## config.mk

```make
export PLATFORM = sky130hd
export DESIGN_NAME = npsf_seq
export DESIGN_NICKNAME = d
export VERILOG_FILES = /design/src/rtl/npsf_pkg.sv /design/src/rtl/npsf_ctrl.sv /design/src/rtl/npsf_dp.sv /design/src/rtl/npsf_seq.sv
export SDC_FILE = /design/constraint.sdc
export NUM_CORES = 1
export LEC_CHECK = 0
export ABC_AREA = 0
export BUFFER_PORTS_ARGS = -buffer_cell sky130_fd_sc_hd__buf_2
export CORE_MARGIN = 2
export CORE_UTILIZATION = 57
export DETAILED_ROUTE_END_ITERATION = 8
export GPL_TIMING_DRIVEN = 0
export MAX_ROUTING_LAYER = met4
export PLACE_DENSITY = 0.91
export SYNTH_ARGS = -nofsm -noshare
export SYNTH_HDL_FRONTEND = slang
export SYNTH_SLANG_ARGS = --single-unit
```

## constraint.sdc

```tcl
create_clock -name clk -period 2.3 [get_ports clk]
set_input_delay 0.46 -clock clk [delete_from_list [all_inputs] [get_ports clk]]
set_output_delay 0.46 -clock clk [all_outputs]
set_load 0.1 [all_outputs]
```

## src/rtl/npsf_pkg.sv

```systemverilog
package npsf_pkg;
  typedef struct packed {
    logic       restart;
    logic       clearFail;
    logic       step;
    logic       doWrite;
    logic       doRead;
    logic       allCells;
    logic       wrBit;
    logic       baseBit;
    logic [2:0] selLabel;
    logic [3:0] patIdx;
  } strobes_t;

  function automatic logic [2:0] addMod5(input logic [2:0] a, input logic [2:0] b);
    logic [3:0] s;
    s = {1'b0, a} + {1'b0, b};
    return (s >= 4'd5) ? 3'(s - 4'd5) : s[2:0];
  endfunction
endpackage

```

## src/rtl/npsf_ctrl.sv

```systemverilog
module npsf_ctrl
  import npsf_pkg::*;
(
  input  logic     clk,
  input  logic     rstN,
  input  logic     start,
  input  logic     lastCell,
  output strobes_t st,
  output logic     done
);
  typedef enum logic [2:0] {S_IDLE, S_INIT, S_READ, S_NBR, S_DRAIN} state_t;

  state_t     state;
  logic       baseBit;
  logic [3:0] patIdx;
  logic [1:0] slot;
  logic [3:0] gray;

  always_comb begin
    gray = patIdx ^ (patIdx >> 1);
    if (patIdx[0])      slot = 2'd0;
    else if (patIdx[1]) slot = 2'd1;
    else if (patIdx[2]) slot = 2'd2;
    else                slot = 2'd3;
  end

  always_comb begin
    st = '0;
    st.baseBit = baseBit;
    st.patIdx  = patIdx;
    st.wrBit   = gray[slot];
    case (slot)
      2'd0:    st.selLabel = 3'd3;
      2'd1:    st.selLabel = 3'd2;
      2'd2:    st.selLabel = 3'd4;
      default: st.selLabel = 3'd1;
    endcase
    case (state)
      S_IDLE: begin
        st.restart   = start;
        st.clearFail = start;
      end
      S_INIT: begin
        st.step = 1'b1; st.doWrite = 1'b1; st.allCells = 1'b1;
      end
      S_READ: begin
        st.step = 1'b1; st.doRead = 1'b1;
      end
      S_NBR: begin
        st.step = 1'b1; st.doWrite = 1'b1;
      end
      default: ;
    endcase
  end

  always_ff @(posedge clk or negedge rstN) begin
    if (!rstN) begin
      state   <= S_IDLE;
      baseBit <= 1'b0;
      patIdx  <= '0;
      done    <= 1'b0;
    end else begin
      case (state)
        S_IDLE: if (start) begin
          state   <= S_INIT;
          baseBit <= 1'b0;
          patIdx  <= '0;
          done    <= 1'b0;
        end
        S_INIT: if (lastCell) state <= S_READ;
        S_READ: if (lastCell) begin
          if (patIdx == 4'd15) begin
            patIdx <= '0;
            if (!baseBit) begin
              baseBit <= 1'b1;
              state   <= S_INIT;
            end else begin
              state <= S_DRAIN;
            end
          end else begin
            patIdx <= patIdx + 4'd1;
            state  <= S_NBR;
          end
        end
        S_NBR: if (lastCell) state <= S_READ;
        default: begin
          state <= S_IDLE;
          done  <= 1'b1;
        end
      endcase
    end
  end

  a_r9_done_quiet: assert property (@(posedge clk) disable iff (!rstN)
    done |-> (!st.doWrite && !st.doRead));
  a_r5_nbr_step_nonzero: assert property (@(posedge clk) disable iff (!rstN)
    (state == S_NBR) |-> (patIdx != 4'd0));
  a_r6_base_rises_after_full_sweep: assert property (@(posedge clk) disable iff (!rstN)
    $rose(baseBit) |-> ($past(patIdx) == 4'd15 && $past(state) == S_READ));
endmodule

```

## src/rtl/npsf_dp.sv

```systemverilog
module npsf_dp
  import npsf_pkg::*;
#(
  parameter int ROWS = 16,
  parameter int COLS = 20,
  localparam int RW = (ROWS > 1) ? $clog2(ROWS) : 1,
  localparam int CW = (COLS > 1) ? $clog2(COLS) : 1
)(
  input  logic          clk,
  input  logic          rstN,
  input  strobes_t      st,
  input  logic          rdData,
  output logic [RW-1:0] rowAddr,
  output logic [CW-1:0] colAddr,
  output logic          wrEn,
  output logic          wrData,
  output logic          rdEn,
  output logic          lastCell,
  output logic          fail,
  output logic [RW-1:0] failRow,
  output logic [CW-1:0] failCol,
  output logic [4:0]    failPat
);
  logic [RW-1:0] row;
  logic [CW-1:0] col;
  logic [2:0]    label, rowLabel;
  logic          isBase;
  logic          pend, expBit;
  logic [RW-1:0] pRow;
  logic [CW-1:0] pCol;
  logic [4:0]    pPat;

  always_comb begin
    isBase   = (label == 3'd0);
    lastCell = (row == RW'(ROWS - 1)) && (col == CW'(COLS - 1));
    rowAddr  = row;
    colAddr  = col;
    wrEn     = st.doWrite && (st.allCells || label == st.selLabel);
    wrData   = st.allCells ? (isBase && st.baseBit) : st.wrBit;
    rdEn     = st.doRead && isBase;
  end

  always_ff @(posedge clk or negedge rstN) begin
    if (!rstN) begin
      row <= '0; col <= '0; label <= '0; rowLabel <= '0;
    end else if (st.restart) begin
      row <= '0; col <= '0; label <= '0; rowLabel <= '0;
    end else if (st.step) begin
      if (col == CW'(COLS - 1)) begin
        col <= '0;
        if (row == RW'(ROWS - 1)) begin
          row <= '0; label <= '0; rowLabel <= '0;
        end else begin
          row      <= row + 1'b1;
          rowLabel <= addMod5(rowLabel, 3'd2);
          label    <= addMod5(rowLabel, 3'd2);
        end
      end else begin
        col   <= col + 1'b1;
        label <= addMod5(label, 3'd1);
      end
    end
  end

  always_ff @(posedge clk or negedge rstN) begin
    if (!rstN) begin
      pend <= 1'b0; expBit <= 1'b0; pRow <= '0; pCol <= '0; pPat <= '0;
      fail <= 1'b0; failRow <= '0; failCol <= '0; failPat <= '0;
    end else begin
      pend   <= rdEn;
      expBit <= st.baseBit;
      pRow   <= row;
      pCol   <= col;
      pPat   <= {st.baseBit, st.patIdx};
      if (st.clearFail) begin
        fail <= 1'b0; failRow <= '0; failCol <= '0; failPat <= '0;
      end else if (pend && (rdData != expBit) && !fail) begin
        fail    <= 1'b1;
        failRow <= pRow;
        failCol <= pCol;
        failPat <= pPat;
      end
    end
  end

  a_r7_no_rw_clash: assert property (@(posedge clk) disable iff (!rstN)
    !(wrEn && rdEn));
  a_r2_read_on_base: assert property (@(posedge clk) disable iff (!rstN)
    rdEn |-> (((int'(colAddr) + 2 * int'(rowAddr)) % 5) == 0));
  a_r8_fail_sticky: assert property (@(posedge clk) disable iff (!rstN)
    (fail && !st.clearFail) |=> fail);
  a_r8_capture_stable: assert property (@(posedge clk) disable iff (!rstN)
    (fail && !st.clearFail) |=> ($stable(failPat) && $stable(failRow) && $stable(failCol)));
  a_r2_addr_range: assert property (@(posedge clk) disable iff (!rstN)
    (int'(rowAddr) < ROWS) && (int'(colAddr) < COLS));
endmodule

```

## src/rtl/npsf_seq.sv

```systemverilog
module npsf_seq
  import npsf_pkg::*;
#(
  parameter int ROWS = 16,
  parameter int COLS = 20,
  localparam int RW = (ROWS > 1) ? $clog2(ROWS) : 1,
  localparam int CW = (COLS > 1) ? $clog2(COLS) : 1
)(
  input  logic          clk,
  input  logic          rstN,
  input  logic          start,
  output logic [RW-1:0] rowAddr,
  output logic [CW-1:0] colAddr,
  output logic          wrEn,
  output logic          wrData,
  output logic          rdEn,
  input  logic          rdData,
  output logic          done,
  output logic          fail,
  output logic [RW-1:0] failRow,
  output logic [CW-1:0] failCol,
  output logic [4:0]    failPat
);
  strobes_t st;
  logic     lastCell;

  npsf_ctrl u_ctrl (
    .clk(clk), .rstN(rstN), .start(start), .lastCell(lastCell), .st(st), .done(done)
  );

  npsf_dp #(.ROWS(ROWS), .COLS(COLS)) u_dp (
    .clk(clk), .rstN(rstN), .st(st), .rdData(rdData),
    .rowAddr(rowAddr), .colAddr(colAddr), .wrEn(wrEn), .wrData(wrData), .rdEn(rdEn),
    .lastCell(lastCell), .fail(fail), .failRow(failRow), .failCol(failCol), .failPat(failPat)
  );
endmodule

```

==> results of run 1 <==
[cell families (layout without fill, tap and decap cells)]
group	Yosys count	in the layout
buffers and inverters	17	63
muxes	18	18
adders and majority gates	15	15
DFF	54	54
and+or+nand+nor	79	79
AOI/OAI and AO/OA	42	42
xor gates and xnor gates	9	9
[per-layer routing]
layer / global-route usage [%] / part of all wire (%) / vias to the layer above
met2: 36.8 / 51 / 102
met1: 30.1 / 40 / 980
met4: 7.34 / 1.8 / 0
li1: - / - / 905
met5: - / 0 / -
met3: 4.22 / 6.2 / 18
[placed cells by master, fill, tap and decap left out, drive strengths merged, types with 2 or more instances in the layout]
cell    instances
nand2          17
mux2i          17
xor2            3
nor3b           3
inv            11
clkbuf          5
nand3b          2
nand3           9
nor3            7
a22o            2
xnor2           6
nand2b          3
o21ai          15
dfrtp          54
a31oi           4
nor2           28
ha             14
a21oi           8
buf            45
[timing repair]
item / CTS / global route
setup endpoints to repair: 3 / 3
pin swaps: 4 / 3
setup buffers: 3 / 4
resized for setup: 16 / 4
[area by class of cell]
type                       instances  area (um^2)  share of cell area, %
sequential                        54         1350                   43.9
clock inverter                     3         47.5                   1.54
tap                               52         65.1                   2.11
buffer                             7         42.5                   1.38
multi-input combinational        163         1230                   39.8
timing repair buffer              38          240                   7.80
inverter                          10         37.5                   1.22
clock buffer                       5         68.8                   2.23
[worst max-delay path by stage]
stage | endpoint | slack (ps) | depth (start not counted) | start
floorplan | wrEn | -80 | 7 | u_ctrl.patIdx[1]$_DFFE_PN0P_
global placement | wrEn | -120 | 8 | u_ctrl.patIdx[1]$_DFFE_PN0P_
detailed placement | wrEn | -170 | 8 | u_ctrl.patIdx[1]$_DFFE_PN0P_
CTS | wrEn | -210 | 7 | u_ctrl.patIdx[2]$_DFFE_PN0P_
global route | wrData | -210 | 7 | u_ctrl.patIdx[2]$_DFFE_PN0P_
finish | wrData | -160 | 7 | u_ctrl.patIdx[2]$_DFFE_PN0P_
[stage by stage]
step                      util, %  power, mW  instance area (um^2)  hold WS (ps)  std cells
after global routing         70.8       3.99                  3080           470        332
after global placement       65.1       2.98                  2840           425        317
after floorplan                 -       2.75                  2620           164        234
after CTS                    69.7       3.75                  3030           412        328
after detailed placement     65.1       3.05                  2840           442        317
final                        70.8       3.78                  3080           377        332
[power by group]
part,internal (mW),switching (mW)
registers,1.18,0.262
logic,0.515,1.17
clock network,0.330,0.329
[state kept, by name, indices dropped and copies added, names as in the netlist, 4 cells and up]
register / cells
u_ctrl.patIdx: 4
u_dp.colAddr: 5
u_dp.failCol: 5
u_dp.failPat: 5
u_dp.failRow: 4
u_dp.pCol: 5
u_dp.pPat: 4
u_dp.pRow: 4
u_dp.rowAddr: 4
==> key figures, run 1 <==
Yosys
  • Gate count of the mapped netlist: 234
  • Largest family of logic cells by synthesized area: simple AND/OR/NAND/NOR gates
  • Synth top area share: roughly 52%
  • Async SR Flop Fraction: between 90% and 100%
  • Number of synthesized flops with an enable pin: 0
  • Synth top area cells: dfrtp_1, ha_1, mux2i_1
  • Cell with the most instances after synthesis: dfrtp_1
  • Ys Warns: 0
  • XOR/XNOR share of the synthesized area: a little over 3%
  • Syn Nets: about 250
  • Seq/Total Area, Yosys: 52.5%
  • Adder-Cell Fraction of Synth Area: 7.58%
  • Avg Cell Area, Syn: about 11 um^2
  • Top post-synthesis cells by count: dfrtp_1, nor2_1, mux2i_1, nand2_1, o21ai_0
  • Simple-gate portion of the synthesized area: about 16%
  • Synth Area in Compound Gates: 10.5%
  • Predominant post-synthesis flop cell: dfrtp_1
  • Synth cell types: 47
  • Post-Syn Area: about 2600 um^2
  • Mux cell area share after synthesis: under 10%
  • Cell accounting for the most synthesized area: dfrtp_1
  • Seq cells post-synth: 54

STA
  • Final setup viols: 3
  • Crit share post-route: 107%
  • Total Neg Setup Slack: -404 ps
  • Max Slew Vio Count: 0
  • RSZ-0062 raised after global routing: yes
  • Skew final: roughly 5.4 ps
  • Least-Margin Pin Slew: approximately 1200 ps
  • Slew HR: a little under a quarter
  • Fin. Hold Viols: 0
  • FMAX: 0.406 GHz
  • Setup ws final: -161 ps
  • Tmin final: around 2500 ps

Global routing
  • Total congestion overflow: 0
  • Largest net degree at the start of global routing: between 50 and 60
  • Gr usage total: 23.0%
  • Initial antenna violation count: 0
  • First-pass GRT wire length: 8.97 mm
  • Vias in the first global route: 1,893

Critical path
  • Crit path DAT: 2000 ps
  • CP max stage delay: ~470 ps
  • CP Cell Sequence: ha_4 -> or2_4 -> buf_4 -> mux4_2 -> o21ai_2 -> o31ai_4 -> buf_12
  • Setup Crit Path Kind: flop to output port
  • Startpoint types: flop
  • Crit end category: output port
  • R2R cell count: 5
  • Required @ worst endpoint: around 1800 ps
  • Kind of cell adding the most delay to the critical path: flip-flops
  • Reg-to-reg slack, setup: between 300 and 400 ps
  • Slowest CP cell: dfrtp_2
  • FF-to-FF End: u_ctrl.patIdx[2]$_DFFE_PN0P_
  • Max FO, Critical Path: 4
  • Buf/Inv on CP: 2
  • Worst r2r src: u_dp.colAddr[0]$_DFFE_PN0P_

Clock tree
  • Hold_buf cts: 0
  • CTS tree: yes
  • CTS H-tree depth: 2
  • Clock buffer depth: 2
  • TritonCTS buffer count: 5
  • Root Driver: clkbuf_8
  • Clk_lat worst skew: between 300 and 400 ps
  • Clock Sinks: 54
  • Clk slew on worst S/H paths: 100 ps

Floorplanning
  • Die Wd: between 70 and 80 um
  • Row Count: 24
  • Initial Util: 59.2%
  • Die H: approximately 71 um
  • Core Region: roughly 4400 um^2
  • # IOs: 32
  • Total Die Area: 5070 um^2

Run
  • Max-cap viol count: 0

Finish
  • Area grow syn2layout: 19.6%
  • ANT cells: 0
  • Layout cells sized above 1: 25.7%
  • Nets: 298
  • Fillcell total: 289

Worst hold path
  • HP Class: input port to asynchronous set/reset pin

Detailed routing
  • # DRC: 0
  • Via count: 2,005
  • DR iter-0 viols: between 200 and 300
  • Drt wl/cell: ~17 um
  • Routed Antenna Nets: 0
  • 1st-pass router iterations: 5
  • Avg Vias per Cell: 6.04
  • Post-Route WL: 5.68 mm

Outcome
  • Failing checks: negative setup slack
  • Outcome: finished, violations left

Placement
  • Setup slack at placement: -175 ps
  • GP Congestion: ~0.85
  • Port bufs: 31
  • HPWL Detailed: between 3 and 4 mm

Power
  • P_leak: roughly 1.6 nW
  • PwrDens: 1230 nW/um^2
  • VDD IR-drop max: ~0.00082 V
No activity file was read; power rests on OpenSTA's default activity.
==> inputs of run 2 (changes only) <==
--- a/config.mk
+++ b/config.mk
@@ -7,6 +7,7 @@
 export LEC_CHECK = 0
 export ABC_AREA = 0
 export BUFFER_PORTS_ARGS = -buffer_cell sky130_fd_sc_hd__buf_2
+export CORE_ASPECT_RATIO = 1.2
 export CORE_MARGIN = 2
 export CORE_UTILIZATION = 57
 export DETAILED_ROUTE_END_ITERATION = 8
==> constraint.sdc (replaced) <==
create_clock -name clk -period 2.6 [get_ports clk]
set_input_delay 0.52 -clock clk [delete_from_list [all_inputs] [get_ports clk]]
set_output_delay 0.52 -clock clk [all_outputs]
set_load 0.1 [all_outputs]
==> key figures, run 2 (synthesis gave the netlist of run 1 again) <==
Global routing
  • Vias in the first global route: 1,976
  • Largest net degree at the start of global routing: 55
  • Total congestion overflow: 0
  • Initial antenna violation count: 0
  • First-pass GRT wire length: 9.07 mm
  • Gr usage total: between 20% and 30%

STA
  • Min Hold Slack: roughly 420 ps
  • Max Slew Vio Count: 0
  • Total Neg Setup Slack: 0 ps
  • Setup ws final: about 11 ps
  • Crit share post-route: ~100%
  • Final setup viols: 0
  • Tmin final: 2590 ps
  • Slew HR: between 20% and 30%
  • Skew final: between 7 and 8 ps
  • Fin. Hold Viols: 0
  • Least-Margin Pin Slew: between 1000 and 1500 ps
  • FMAX: about 0.39 GHz

Critical path
  • FF-to-FF End: u_dp.label[0]$_DFFE_PN0P_
  • CP Cell Sequence: inv_2 -> ha_1 -> or2_4 -> ha_4 -> xnor2_2 -> nand3_2 -> a21oi_4 -> buf_12
  • Kind of cell adding the most delay to the critical path: adder cells
  • Reg-to-reg slack, setup: between 600 and 700 ps
  • Crit end category: output port
  • Buf/Inv on CP: 2
  • CP max stage delay: 380 ps
  • Crit path DAT: ~2100 ps
  • Slowest CP cell: dfrtp_1
  • Startpoint types: flop
  • Required @ worst endpoint: 2080 ps
  • R2R cell count: 7
  • Max FO, Critical Path: 2
  • Setup Crit Path Kind: flop to output port
  • Worst r2r src: u_dp.rowLabel[0]$_DFFE_PN0P_

Detailed routing
  • Avg Vias per Cell: ~6
  • 1st-pass router iterations: 4
  • Met2 Wirelength: between 2 and 3 mm
  • Drt wl/cell: between 15 and 20 um
  • WL met3: 281 um
  • Routed Antenna Nets: 0
  • Via count: 1,984
  • DR top layer: met4
  • DR iter-0 viols: 253
  • Routed metal-1 wirelength: ~2.2 mm
  • Post-Route WL: 5.47 mm
  • # DRC: 0

Outcome
  • Outcome: complete, no violations

Finish
  • Nets: slightly below 300
  • Area grow syn2layout: 16.8%
  • ANT cells: 0
  • Most frequent cells in the layout: dfrtp_1, buf_2, nor2_1
  • Fin area: 3010 um^2
  • Layout cells sized above 1: 24.3%
  • Most common cell after layout, fill and taps aside: dfrtp_1
  • Layout Cells excl Fill: roughly 330

Floorplanning
  • Total Die Area: 5080 um^2
  • Row Count: 26
  • Core Region: between 4000 and 5000 um^2
  • Die H: 77.6 um
  • Die Wd: 65.4 um
  • # IOs: 32
  • Initial Util: between 50% and 60%

Power
  • VDD IR-drop max: 0.000612 V
  • PwrDens: between 1000 and 1500 nW/um^2
  • P_leak: 1.55 nW

Clock tree
  • CTS H-tree depth: 2
  • Hold_buf cts: 0
  • TritonCTS buffer count: 5
  • Clk slew on worst S/H paths: ~100 ps
  • Clock buffer depth: 2
  • Clk_lat worst skew: between 300 and 400 ps
  • Clock Sinks: 54
  • CTS tree: yes
  • Root Driver: clkbuf_8

Placement
  • HPWL Detailed: 3.64 mm
  • Setup slack at placement: -71.8 ps
  • Port bufs: 31
  • GP Congestion: ~0.9
  • Dpl cells: about 320
  • Placed cell area: between 2000 and 3000 um^2

Run
  • Max-cap viol count: 0

Worst hold path
  • HP Class: input port to asynchronous set/reset pin
==> run 2: power breakdown <==
part	switching, mW	internal, mW	leakage (nW)
combinational	1.03	0.431	0.834
clock	0.280	0.220	0.0478
sequential	0.228	1.05	0.666
total	1.54	1.70	1.55
==> run 2: worst max path at each step <==
| stage | start | end | cells past startpoint | slack, ps |
|---|---|---|---|---|
| after global routing | u_ctrl.patIdx[1]$_DFFE_PN0P_ | wrEn | 8 | -40 |
| after global placement | u_ctrl.patIdx[1]$_DFFE_PN0P_ | wrEn | 8 | -30 |
| final | u_ctrl.patIdx[1]$_DFFE_PN0P_ | wrEn | 8 | 10 |
| after floorplan | u_ctrl.state[2]$_DFFE_PN0P_ | wrData | 3 | -110 |
| after CTS | u_ctrl.patIdx[2]$_DFFE_PN0P_ | wrData | 6 | 4 |
| after detailed placement | u_ctrl.patIdx[1]$_DFFE_PN0P_ | wrEn | 8 | -70 |
==> run 2: worst reg2reg max path, delay by kind of cell (launching register included) <==
kind	cells	cell delay, ps
and+or+nand+nor	1	220
DFF	1	410
buffers and inverters	1	70
AOI/OAI and AO/OA	3	460
adders and majority gates	2	640
==> run 2: area by class of cell <==
cell class	count	area [um^2]
inverter	10	37.5
sequential	54	1350
buffer	7	42.5
tap	56	70.1
clock inverter	2	16.3
fill	311	1280
multi-input combinational	163	1200
timing repair buffer	34	201
clock buffer	6	82.6
==> run 2: per-layer routing <==
| layer | track usage, % | vias to the layer above |
|---|---|---|
| li1 | - | 895 |
| met1 | 28.4 | 996 |
| met2 | 39.9 | 81 |
| met3 | 4.64 | 12 |
| met4 | 8.54 | 0 |
| met5 | - | - |
==> run 2: what timing repair did <==
action / in CTS / in global routing
endpoints found under the hold margin: 0 / 0
pin swaps: 2 / 1
setup endpoints to repair: 2 / 3
gates resized for setup: 10 / 8
setup buffers: 3 / 0
==> run 2: per-stage QoR <==
step           utilization, %  power (mW)
2_1_floorplan               -        2.42
3_3_place_gp             65.6        2.62
3_5_place_dp             65.6        2.68
4_1_cts                  69.4        3.21
5_1_grt                  70.1        3.44
6_report                 70.1        3.23
==> inputs of run 3 (changes only) <==
--- a/config.mk
+++ b/config.mk
@@ -7,13 +7,16 @@
 export LEC_CHECK = 0
 export ABC_AREA = 0
 export BUFFER_PORTS_ARGS = -buffer_cell sky130_fd_sc_hd__buf_2
+export CELL_PAD_IN_SITES_DETAIL_PLACEMENT = 0
+export CELL_PAD_IN_SITES_GLOBAL_PLACEMENT = 1
 export CORE_ASPECT_RATIO = 1.2
 export CORE_MARGIN = 2
-export CORE_UTILIZATION = 57
+export CORE_UTILIZATION = 45
 export DETAILED_ROUTE_END_ITERATION = 8
 export GPL_TIMING_DRIVEN = 0
 export MAX_ROUTING_LAYER = met4
 export PLACE_DENSITY = 0.91
 export SYNTH_ARGS = -nofsm -noshare
 export SYNTH_HDL_FRONTEND = slang
+export SYNTH_HIERARCHICAL = 1
 export SYNTH_SLANG_ARGS = --single-unit
==> key figures, run 3 <==
Yosys
  • Number of synthesized flops with an enable pin: 0
  • Synth cell types: 51
  • Seq cells post-synth: 54
  • Gate count of the mapped netlist: between 200 and 300
  • Ys Warns: 6
  • Synth top area share: 51.0%
  • Async SR Flop Fraction: 100%
  • Cell with the most instances after synthesis: dfrtp_1
  • Seq/Total Area, Yosys: between 50% and 60%
  • Synth top area cells: dfrtp_1, ha_1, nand2_1
  • Cell accounting for the most synthesized area: dfrtp_1
  • Predominant post-synthesis flop cell: dfrtp_1
  • Syn Nets: 283
  • Avg Cell Area, Syn: around 10 um^2
  • Post-Syn Area: about 2600 um^2
  • Top post-synthesis cells by count: dfrtp_1, nand2_1, o21ai_0, inv_1

Clock tree
  • TritonCTS buffer count: 5
  • Clk_lat worst skew: roughly 300 ps
  • CTS tree: yes
  • Clock buffer depth: 2
  • Clk slew on worst S/H paths: roughly 100 ps
  • CTS H-tree depth: 2
  • Root Driver: clkbuf_8
  • Clock Sinks: 54

Global routing
  • First-pass GRT wire length: between 8 and 9 mm
  • Initial antenna violation count: 0
  • Gr usage total: 16.7%
  • Largest net degree at the start of global routing: 55
  • Total congestion overflow: 0
  • Vias in the first global route: about 1,800

Floorplanning
  • Initial Util: 46.7%
  • # IOs: 32
  • Die H: between 80 and 90 um
  • Row Count: 30
  • Total Die Area: between 6000 and 7000 um^2
  • Core Region: roughly 5700 um^2
  • Die Wd: 74.0 um

Detailed routing
  • Routed Antenna Nets: 0
  • # DRC: 0
  • 1st-pass router iterations: 4
  • DR iter-0 viols: 88
  • Drt wl/cell: 12.4 um
  • Via count: about 2,000
  • Avg Vias per Cell: 5.05
  • Post-Route WL: between 4 and 5 mm

Placement
  • Placed cell area: slightly below 3000 um^2
  • Port bufs: 31
  • HPWL Detailed: ~3.4 mm
  • GP Congestion: 0.782

Finish
  • Fin area: between 3000 and 4000 um^2
  • Most frequent cells in the layout: dfrtp_1, nand2_1, buf_2
  • Multi-input gate area in the final layout: approximately 1200 um^2
  • Nets: about 320
  • Area grow syn2layout: 16.9%
  • Layout cells sized above 1: 20.5%
  • Most common cell after layout, fill and taps aside: dfrtp_1
  • ANT cells: 0
  • Storage cell area: between 1000 and 1500 um^2
  • Fillcell total: 534

STA
  • Final setup viols: 0
  • Crit share post-route: a little over nine tenths
  • Slew HR: approximately a quarter
  • Fin. Hold Viols: 0
  • Tmin final: around 2600 ps
  • FMAX: 0.389 GHz
  • Max Slew Vio Count: 0
  • Least-Margin Pin Slew: about 1100 ps
  • RSZ-0062 raised after global routing: yes
  • Skew final: roughly 7.7 ps

Critical path
  • Slowest CP cell: dfrtp_2
  • Buf/Inv on CP: 1
  • Kind of cell adding the most delay to the critical path: adder cells
  • Crit path DAT: between 2000 and 2500 ps
  • Max FO, Critical Path: 2
  • Worst r2r src: u_ctrl/state[2]$_DFFE_PN0P_
  • Setup Crit Path Kind: flop to output port
  • Startpoint types: flop
  • FF-to-FF End: u_dp/failRow[0]$_DFFE_PN0P_
  • Reg-to-reg slack, setup: 420 ps
  • R2R cell count: 6
  • CP max stage delay: roughly 420 ps
  • CP Cell Sequence: ha_2 -> or2_4 -> ha_4 -> xor2_2 -> nor3_2 -> o21a_2 -> buf_12
  • Required @ worst endpoint: between 2000 and 2500 ps
  • Crit end category: output port

Run
  • Max-cap viol count: 0

Worst hold path
  • HP Class: input port to asynchronous set/reset pin

Outcome
  • Outcome: complete, no violations
-- run 3: changes by cell type in the layout (fill, tap and decap cells not counted), sizes merged, moves of 3 or more --
cell | before | now
inv | 11 | 17
nor2b | 1 | 4
nor2 | 28 | 14
o21ai | 15 | 22
nand2 | 17 | 33
xnor2 | 6 | 2
clkbuf | 7 | 13
nand2b | 3 | 15
mux2i | 17 | 1
xor2 | 3 | 6
a21oi | 8 | 15
nand4 | 0 | 3
-- run 3: how the worst max path moves through the flow --
stage	startpoint	to	depth (start not counted)
6_report	u_ctrl/patIdx[2]$_DFFE_PN0P_	wrEn	7
5_1_grt	u_ctrl/patIdx[1]$_DFFE_PN0P_	wrEn	8
4_1_cts	u_ctrl/patIdx[0]$_DFFE_PN0P_	wrEn	7
3_5_place_dp	u_ctrl/patIdx[1]$_DFFE_PN0P_	wrEn	8
3_3_place_gp	u_ctrl/patIdx[1]$_DFFE_PN0P_	wrEn	8
2_1_floorplan	u_ctrl/patIdx[1]$_DFFE_PN0P_	wrData	6
-- run 3: cell type report --
| class | count | share of cell area (%) |
|---|---|---|
| Sequential cell | 54 | 43.7 |
| Multi-Input combinational cell | 181 | 38.6 |
| Timing Repair Buffer | 34 | 6.31 |
| Tap cell | 80 | 3.23 |
| Buffer | 13 | 2.47 |
| Clock buffer | 6 | 2.34 |
| Inverter | 17 | 2.06 |
| Clock inverter | 2 | 1.21 |
-- run 3: what timing repair did --
item / CTS / global route
pin swaps: 2 / 5
gates resized for setup: 7 / 6
hold buffers: 0 / 0
buffers inserted: 2 / 1
endpoints found under the hold margin: 0 / 0
setup endpoints to repair: 2 / 3
-- run 3: worst register-to-register path: stages (launching register included) --
cell	delay (ps)
dfrtp_1	330
clkbuf_1	360
nor2_2	150
and2_1	270
a31oi_2	380
clkbuf_1	380
o21ai_0	180
-- run 3: cells by family after synthesis --
logic type / synth area share [%]
xor+xnor: 2.65
buf+inv: 5.29
fa+ha+maj: 6.90
flops: 51.0
mux: 1.65
simple gates: 18.7
compound gates: 13.8
-- run 3: per-layer routing --
layer,GRT usage (%),part of all wire [%],vias to the layer above
li1,-,-,987
met1,19.8,44,923
met2,28.2,52,40
met3,3.11,3.2,5
met4,5.95,1.3,0
met5,-,0,-
-- run 3: stage by stage --
stage | utilization [%] | hold WS, ps | worst slack, ps | cells | setup TNS, ps
CTS | 54.1 | 481 | 7.89 | 386 | 0
global placement | 51.3 | 451 | -31.8 | 376 | -31.8
floorplan | - | 224 | 59.7 | 265 | 0
finish | 54.6 | 432 | 29.5 | 387 | 0
global route | 54.6 | 500 | -48.2 | 387 | -48.2
detailed placement | 51.3 | 460 | -51.8 | 376 | -51.8
Power of run 3 is not shown: default switching activity piles up to over one toggle a cycle in this logic, so the estimate is an artifact.
